<file path="src/rtl/obxlt_pkg.sv">
package obxlt_pkg;
    localparam int LADDR_W = 32;
    localparam int DATA_W  = 32;
    localparam int LINK_W  = 64;

    typedef struct packed {
        logic                valid;
        logic                hit;
        logic                err;
        logic [LINK_W-1:0]   addr;
        logic [DATA_W-1:0]   data;
    } xlt_out_t;

    typedef enum logic [1:0] {
        XLT_PASS  = 2'd0,
        XLT_MAP   = 2'd1,
        XLT_DROP  = 2'd2,
        XLT_IDLE  = 2'd3
    } xlt_act_e;

    function automatic xlt_act_e pick_action(logic valid, logic in_win,
                                             logic glb_en, logic rgn_en);
        if (!valid)                  return XLT_IDLE;
        else if (!in_win)            return XLT_PASS;
        else if (glb_en && rgn_en)   return XLT_MAP;
        else                         return XLT_DROP;
    endfunction
endpackage

</file>
<file path="src/rtl/obxlt_decode.sv">
module obxlt_decode #(
    parameter logic [31:0] WIN_BASE = 32'h6000_0000,
    parameter int          WIN_LOG2 = 28,
    parameter int          RGN_LOG2 = 5,
    localparam int         OFF_W    = WIN_LOG2 - RGN_LOG2
) (
    input  logic [obxlt_pkg::LADDR_W-1:0] addr,
    output logic                          in_win,
    output logic [RGN_LOG2-1:0]           idx,
    output logic [OFF_W-1:0]              offset
);
    localparam int AW = obxlt_pkg::LADDR_W;

    always_comb begin
        in_win = (addr[AW-1:WIN_LOG2] == WIN_BASE[AW-1:WIN_LOG2]);
        idx    = addr[WIN_LOG2-1:OFF_W];
        offset = addr[OFF_W-1:0];
    end
endmodule

</file>
<file path="src/rtl/obxlt_region_file.sv">
module obxlt_region_file #(
    parameter int  RGN_LOG2 = 5,
    parameter int  TOP_W    = 9,
    localparam int RGNS     = 1 << RGN_LOG2,
    localparam int HI_W     = obxlt_pkg::LINK_W - obxlt_pkg::LADDR_W
) (
    input  logic                clk,
    input  logic                rst,
    input  logic                we,
    input  logic [RGN_LOG2-1:0] wr_idx,
    input  logic [TOP_W-1:0]    wr_top,
    input  logic [HI_W-1:0]     wr_hi,
    input  logic                wr_en,
    input  logic [RGN_LOG2-1:0] rd_idx,
    output logic [TOP_W-1:0]    rd_top,
    output logic [HI_W-1:0]     rd_hi,
    output logic                rd_en
);
    logic [TOP_W-1:0] top_q [RGNS];
    logic [HI_W-1:0]  hi_q  [RGNS];
    logic [RGNS-1:0]  en_q;

    for (genvar g = 0; g < RGNS; g++) begin : g_rgn
        always_ff @(posedge clk) begin
            if (rst) begin
                top_q[g] <= '0;
                hi_q[g]  <= '0;
                en_q[g]  <= 1'b0;
            end else if (we && wr_idx == RGN_LOG2'(g)) begin
                top_q[g] <= wr_top;
                hi_q[g]  <= wr_hi;
                en_q[g]  <= wr_en;
            end
        end
    end

    always_comb begin
        rd_top = top_q[rd_idx];
        rd_hi  = hi_q[rd_idx];
        rd_en  = en_q[rd_idx];
    end
endmodule

</file>
<file path="src/rtl/obxlt_unit.sv">
module obxlt_unit #(
    parameter logic [31:0] WIN_BASE = 32'h6000_0000,
    parameter int          WIN_LOG2 = 28,
    parameter int          RGN_LOG2 = 5,
    localparam int         OFF_W    = WIN_LOG2 - RGN_LOG2,
    localparam int         TOP_W    = obxlt_pkg::LADDR_W - OFF_W,
    localparam int         HI_W     = obxlt_pkg::LINK_W - obxlt_pkg::LADDR_W
) (
    input  logic                          clk,
    input  logic                          rst,
    input  logic                          glb_xlt_en,
    input  logic                          cfg_we,
    input  logic [RGN_LOG2-1:0]           cfg_idx,
    input  logic [TOP_W-1:0]              cfg_link_top,
    input  logic [HI_W-1:0]               cfg_link_hi,
    input  logic                          cfg_rgn_en,
    input  logic                          req_valid,
    input  logic [obxlt_pkg::LADDR_W-1:0] req_addr,
    input  logic [obxlt_pkg::DATA_W-1:0]  req_data,
    output logic                          out_valid,
    output logic                          out_hit,
    output logic                          out_err,
    output logic [obxlt_pkg::LINK_W-1:0]  out_addr,
    output logic [obxlt_pkg::DATA_W-1:0]  out_data
);
    import obxlt_pkg::*;

    logic                in_win;
    logic [RGN_LOG2-1:0] idx;
    logic [OFF_W-1:0]    offset;
    logic [TOP_W-1:0]    rgn_top;
    logic [HI_W-1:0]     rgn_hi;
    logic                rgn_en;
    xlt_act_e            act;
    xlt_out_t            nxt, cur;

    obxlt_decode #(.WIN_BASE(WIN_BASE), .WIN_LOG2(WIN_LOG2), .RGN_LOG2(RGN_LOG2)) dec_i (
        .addr   (req_addr),
        .in_win (in_win),
        .idx    (idx),
        .offset (offset)
    );

    obxlt_region_file #(.RGN_LOG2(RGN_LOG2), .TOP_W(TOP_W)) rf_i (
        .clk    (clk),
        .rst    (rst),
        .we     (cfg_we),
        .wr_idx (cfg_idx),
        .wr_top (cfg_link_top),
        .wr_hi  (cfg_link_hi),
        .wr_en  (cfg_rgn_en),
        .rd_idx (idx),
        .rd_top (rgn_top),
        .rd_hi  (rgn_hi),
        .rd_en  (rgn_en)
    );

    always_comb begin
        act      = pick_action(req_valid, in_win, glb_xlt_en, rgn_en);
        nxt      = '0;
        nxt.data = req_data;
        unique case (act)
            XLT_PASS: begin
                nxt.valid = 1'b1;
                nxt.addr  = {{HI_W{1'b0}}, req_addr};
            end
            XLT_MAP: begin
                nxt.valid = 1'b1;
                nxt.hit   = 1'b1;
                nxt.addr  = {rgn_hi, rgn_top, offset};
            end
            XLT_DROP: nxt.err = 1'b1;
            default:  nxt.data = '0;
        endcase
    end

    always_ff @(posedge clk) begin
        if (rst) cur <= '0;
        else     cur <= nxt;
    end

    assign out_valid = cur.valid;
    assign out_hit   = cur.hit;
    assign out_err   = cur.err;
    assign out_addr  = cur.addr;
    assign out_data  = cur.data;
endmodule

</file>
<file path="config.mk">
export PLATFORM = sky130hd
export DESIGN_NAME = obxlt_unit
export DESIGN_NICKNAME = d
export VERILOG_FILES = /design/src/rtl/obxlt_pkg.sv /design/src/rtl/obxlt_decode.sv /design/src/rtl/obxlt_region_file.sv /design/src/rtl/obxlt_unit.sv
export SDC_FILE = /design/constraint.sdc
export NUM_CORES = 2
export LEC_CHECK = 0
export ABC_AREA = 0
export BUFFER_PORTS_ARGS = -buffer_cell sky130_fd_sc_hd__clkbuf_2
export CORE_MARGIN = 1
export CORE_UTILIZATION = 35
export CTS_CLUSTER_SIZE = 20
export DETAILED_ROUTE_END_ITERATION = 6
export SLEW_MARGIN = 20
export SYNTH_ARGS = -nofsm -noshare
export SYNTH_HDL_FRONTEND = slang
export SYNTH_SLANG_ARGS = --single-unit
</file>
<file path="constraint.sdc">
create_clock -name clk -period 4.2 [get_ports clk]
set_input_delay 0.21 -clock clk [delete_from_list [all_inputs] [get_ports clk]]
set_output_delay 0.21 -clock clk [all_outputs]
set_load 0.02 [all_outputs]
</file>
==> results.json <==
{
  "outcome": "finished, final reports clean",
  "drive_gt1_frac": 0.2274,
  "fp.dieArea_um2": 183500,
  "synth_edf_count": 1312,
  "ys.flop_type": "edfxtp_1",
  "ys_async_sr_fraction": 0,
  "ys_ff_latch": 1443,
  "crit_arrival_ps": 3370,
  "criticalPathCategory": "in -> reg",
  "antenna_found_initial": 32,
  "synth.area.top_cells": "edfxtp_1 62%, mux4_2 13%, and2_1 11%, dfxtp_1 4.1%, and3_1 3.1%",
  "hpwl_mm": 109.1,
  "hold_viol": 0,
  "cts_resized": 0,
  "p_total_mw": 32.73,
  "hp-class": "in -> reg",
  "p_leak_nw": 26.58,
  "ys_top_cells_by_count": "1,312 x edfxtp_1, 1,083 x and2_1, 364 x mux4_2",
  "fin_tns_setup_ps": 0,
  "grt.overflow.total": 0,
  "drc": 0,
  "yosysUniqueCellTypes": 42,
  "grt_pass1_wl_mm": 278.7,
  "drtIter0Drc": 4571,
  "die_h_um": 428.3,
  "ant_nets": 0,
  "cp-end-kind": "flop",
  "syn_to_final_growth_pct": 15.22,
  "cts-root-buf": "clkbuf_16",
  "grt_usage": 0.2121,
  "dp_cells": 6405,
  "cpMaxStageDelayCell": "mux4_1",
  "port_buffers": 214,
  "cts_tree": "yes",
  "multi_input_area_um2": 20060,
  "rows": 156,
  "cp_cell_sequence": "dlygate4sd3_1 > clkbuf_8 > mux4_1 > nor2b_1 > a2111oi_0 > buf_4 > or4b_4 > buf_12 > nor2_1",
  "synth_cells": 4129,
  "yosysSeqAreaShare": 0.6606,
  "nets": 4372,
  "fillers": 16160,
  "path_max_fanout": 35,
  "insertion_delay_ps": 800,
  "first_pass_iters": 7,
  "synth_nets": 4245,
  "worst_pin_slew_ps": 1141,
  "numCtsBuffers": 157,
  "rsz0062_at_grt": "false",
  "seqCellArea_um2": 42020,
  "max_cap_viol_count": 0,
  "finalSetupViolations": 0,
  "viasPerCell": 5.438,
  "power_density_nw_per_um2": 446.5,
  "cts.sinks": 1443,
  "via_count": 36812,
  "final_cells": 6770,
  "timing.final.crit_period_ps": 2693,
  "netlist_area_um2": 63610,
  "slowest_delay_ps": 610,
  "gp_congestion": 0.8037,
  "yosysMostFrequentCell": "edfxtp_1",
  "htree_levels": 4,
  "peakVddDrop_mv": 0.4564,
  "slew_headroom": 0.2395,
  "hold_buffers": 62,
  "cts.path.max_buffers": 3,
  "grt_pass1_vias": 37643,
  "syn_area_per_cell_um2": 15.41,
  "grt_max_degree": 169,
  "finalCritPeriodShare": 0.6413,
  "die_w_um": 428.3,
  "routedWlPerCell_um": 28.93,
  "fin_skew_ps": 21.42,
  "maxSlewViolCount": 0,
  "worst_setup_path_start_kind": "input port",
  "fmax_mhz": 371.3,
  "post_cts_buffers": 0,
  "routed_wl_mm": 195.9,
  "clk_pin_slew_ps": 60,
  "ys_warn_count": 0,
  "synth_largest_area_cell": "edfxtp_1",
  "synth_top_area_frac": 0.6193,
  "io_pins": 215,
  "critPathRequiredTime_ps": 4880,
  "initial_core_util": 0.3523,
  "core_um2": 180500
}
through the flow:
stage          hold slack (ps)  area (um2)  utilization  setup slack (ps)
4_1_cts                  48.25       73270       0.4058              1544
2_1_floorplan            324.6       63610            -              1226
3_3_place_gp             410.2       67580       0.3743              1113
3_5_place_dp             413.1       67580       0.3743              1132
6_report                 39.40       73300       0.4060              1507
5_1_grt                  58.66       73290       0.4059              1411
final timing paths:
check | from | end | slack [ps] | depth (start not counted)
worst max-delay path | req_addr[25] | out_addr[48] | 1510 | 9
worst min-delay path | req_valid | out_valid | 40 | 4
worst max register to register | rf_i.en_q[12] | out_addr[48] | 1740 | 7
worst min register to register | rf_i.en_q[2] | rf_i.en_q[2] | 460 | 2
area by class of cell:
type | instances | area share
clock buffers | 227 | 0.06099
inverters | 36 | 0.001912
repair buffers | 394 | 0.04123
flip-flops and latches | 1443 | 0.5733
multi-input cells | 2224 | 0.2737
well taps | 2370 | 0.04046
clock inverters | 64 | 0.008057
diodes | 12 | 0.0004097
worst max-delay path, delay by kind of cell:
family	cells	cell delay, ps
buffers and inverters	4	1360
and+or+nand+nor	3	630
muxes	1	610
AOI/OAI and AO/OA	1	390
state kept, by name, indices dropped and copies added, names as in the netlist:
signal / flops
rf_i.en_q: 32
rf_i.top_q: 288
out_addr: 64
rf_i.hi_q: 1024
out_hit: 1
out_data: 32
out_err: 1
out_valid: 1
cells in the final DEF (no fill, tap or decap), drive strengths merged, types with 2 or more instances in the layout:
cell / count
buf: 122
nand2b: 9
a21o: 30
o21ai: 43
dfxtp: 131
mux2i: 56
nor4: 2
a211oi: 33
diode: 12
bufinv: 7
nand2: 108
a22o: 2
edfxtp: 1312
a2111oi: 2
o221ai: 13
a21oi: 40
o21bai: 2
a311o: 3
mux2: 2
or3: 4
and3: 319
and2: 1083
mux4: 365
inv: 43
dlygate4sd3: 62
clkinv: 50
nand3: 11
o22ai: 4
nor2b: 5
clkbuf: 437
nor2: 64
or2: 2
nor3: 11
a31oi: 5
layer usage:
metal,GRT usage,vias up,part of all wire
met5,0,-,0.00017
met4,0.08085,6,0.037
met3,0.04994,337,0.094
met2,0.3464,1840,0.48
met1,0.2733,19118,0.39
li1,-,15511,-
where the power goes:
part           internal (mW)  switching, mW  leakage, nW
combinational          0.941           1.52         10.5
sequential              16.4          0.196         13.6
clock                   7.86           5.82         2.49
cell families (layout without fill, tap and decap cells):
| kind of cell | count (synthesis) | count (layout) | synth area share |
|---|---|---|---|
| AND/OR/NAND/NOR | 1621 | 1621 | 0.1526 |
| AO/OA/AOI/OAI | 180 | 180 | 0.01841 |
| flip-flops | 1443 | 1443 | 0.6606 |
| multiplexers | 423 | 423 | 0.1384 |
| buffers and inverters | 462 | 721 | 0.02998 |
| other | 0 | 12 | 0 |
Note: power is estimated with default switching activity, not from simulation.
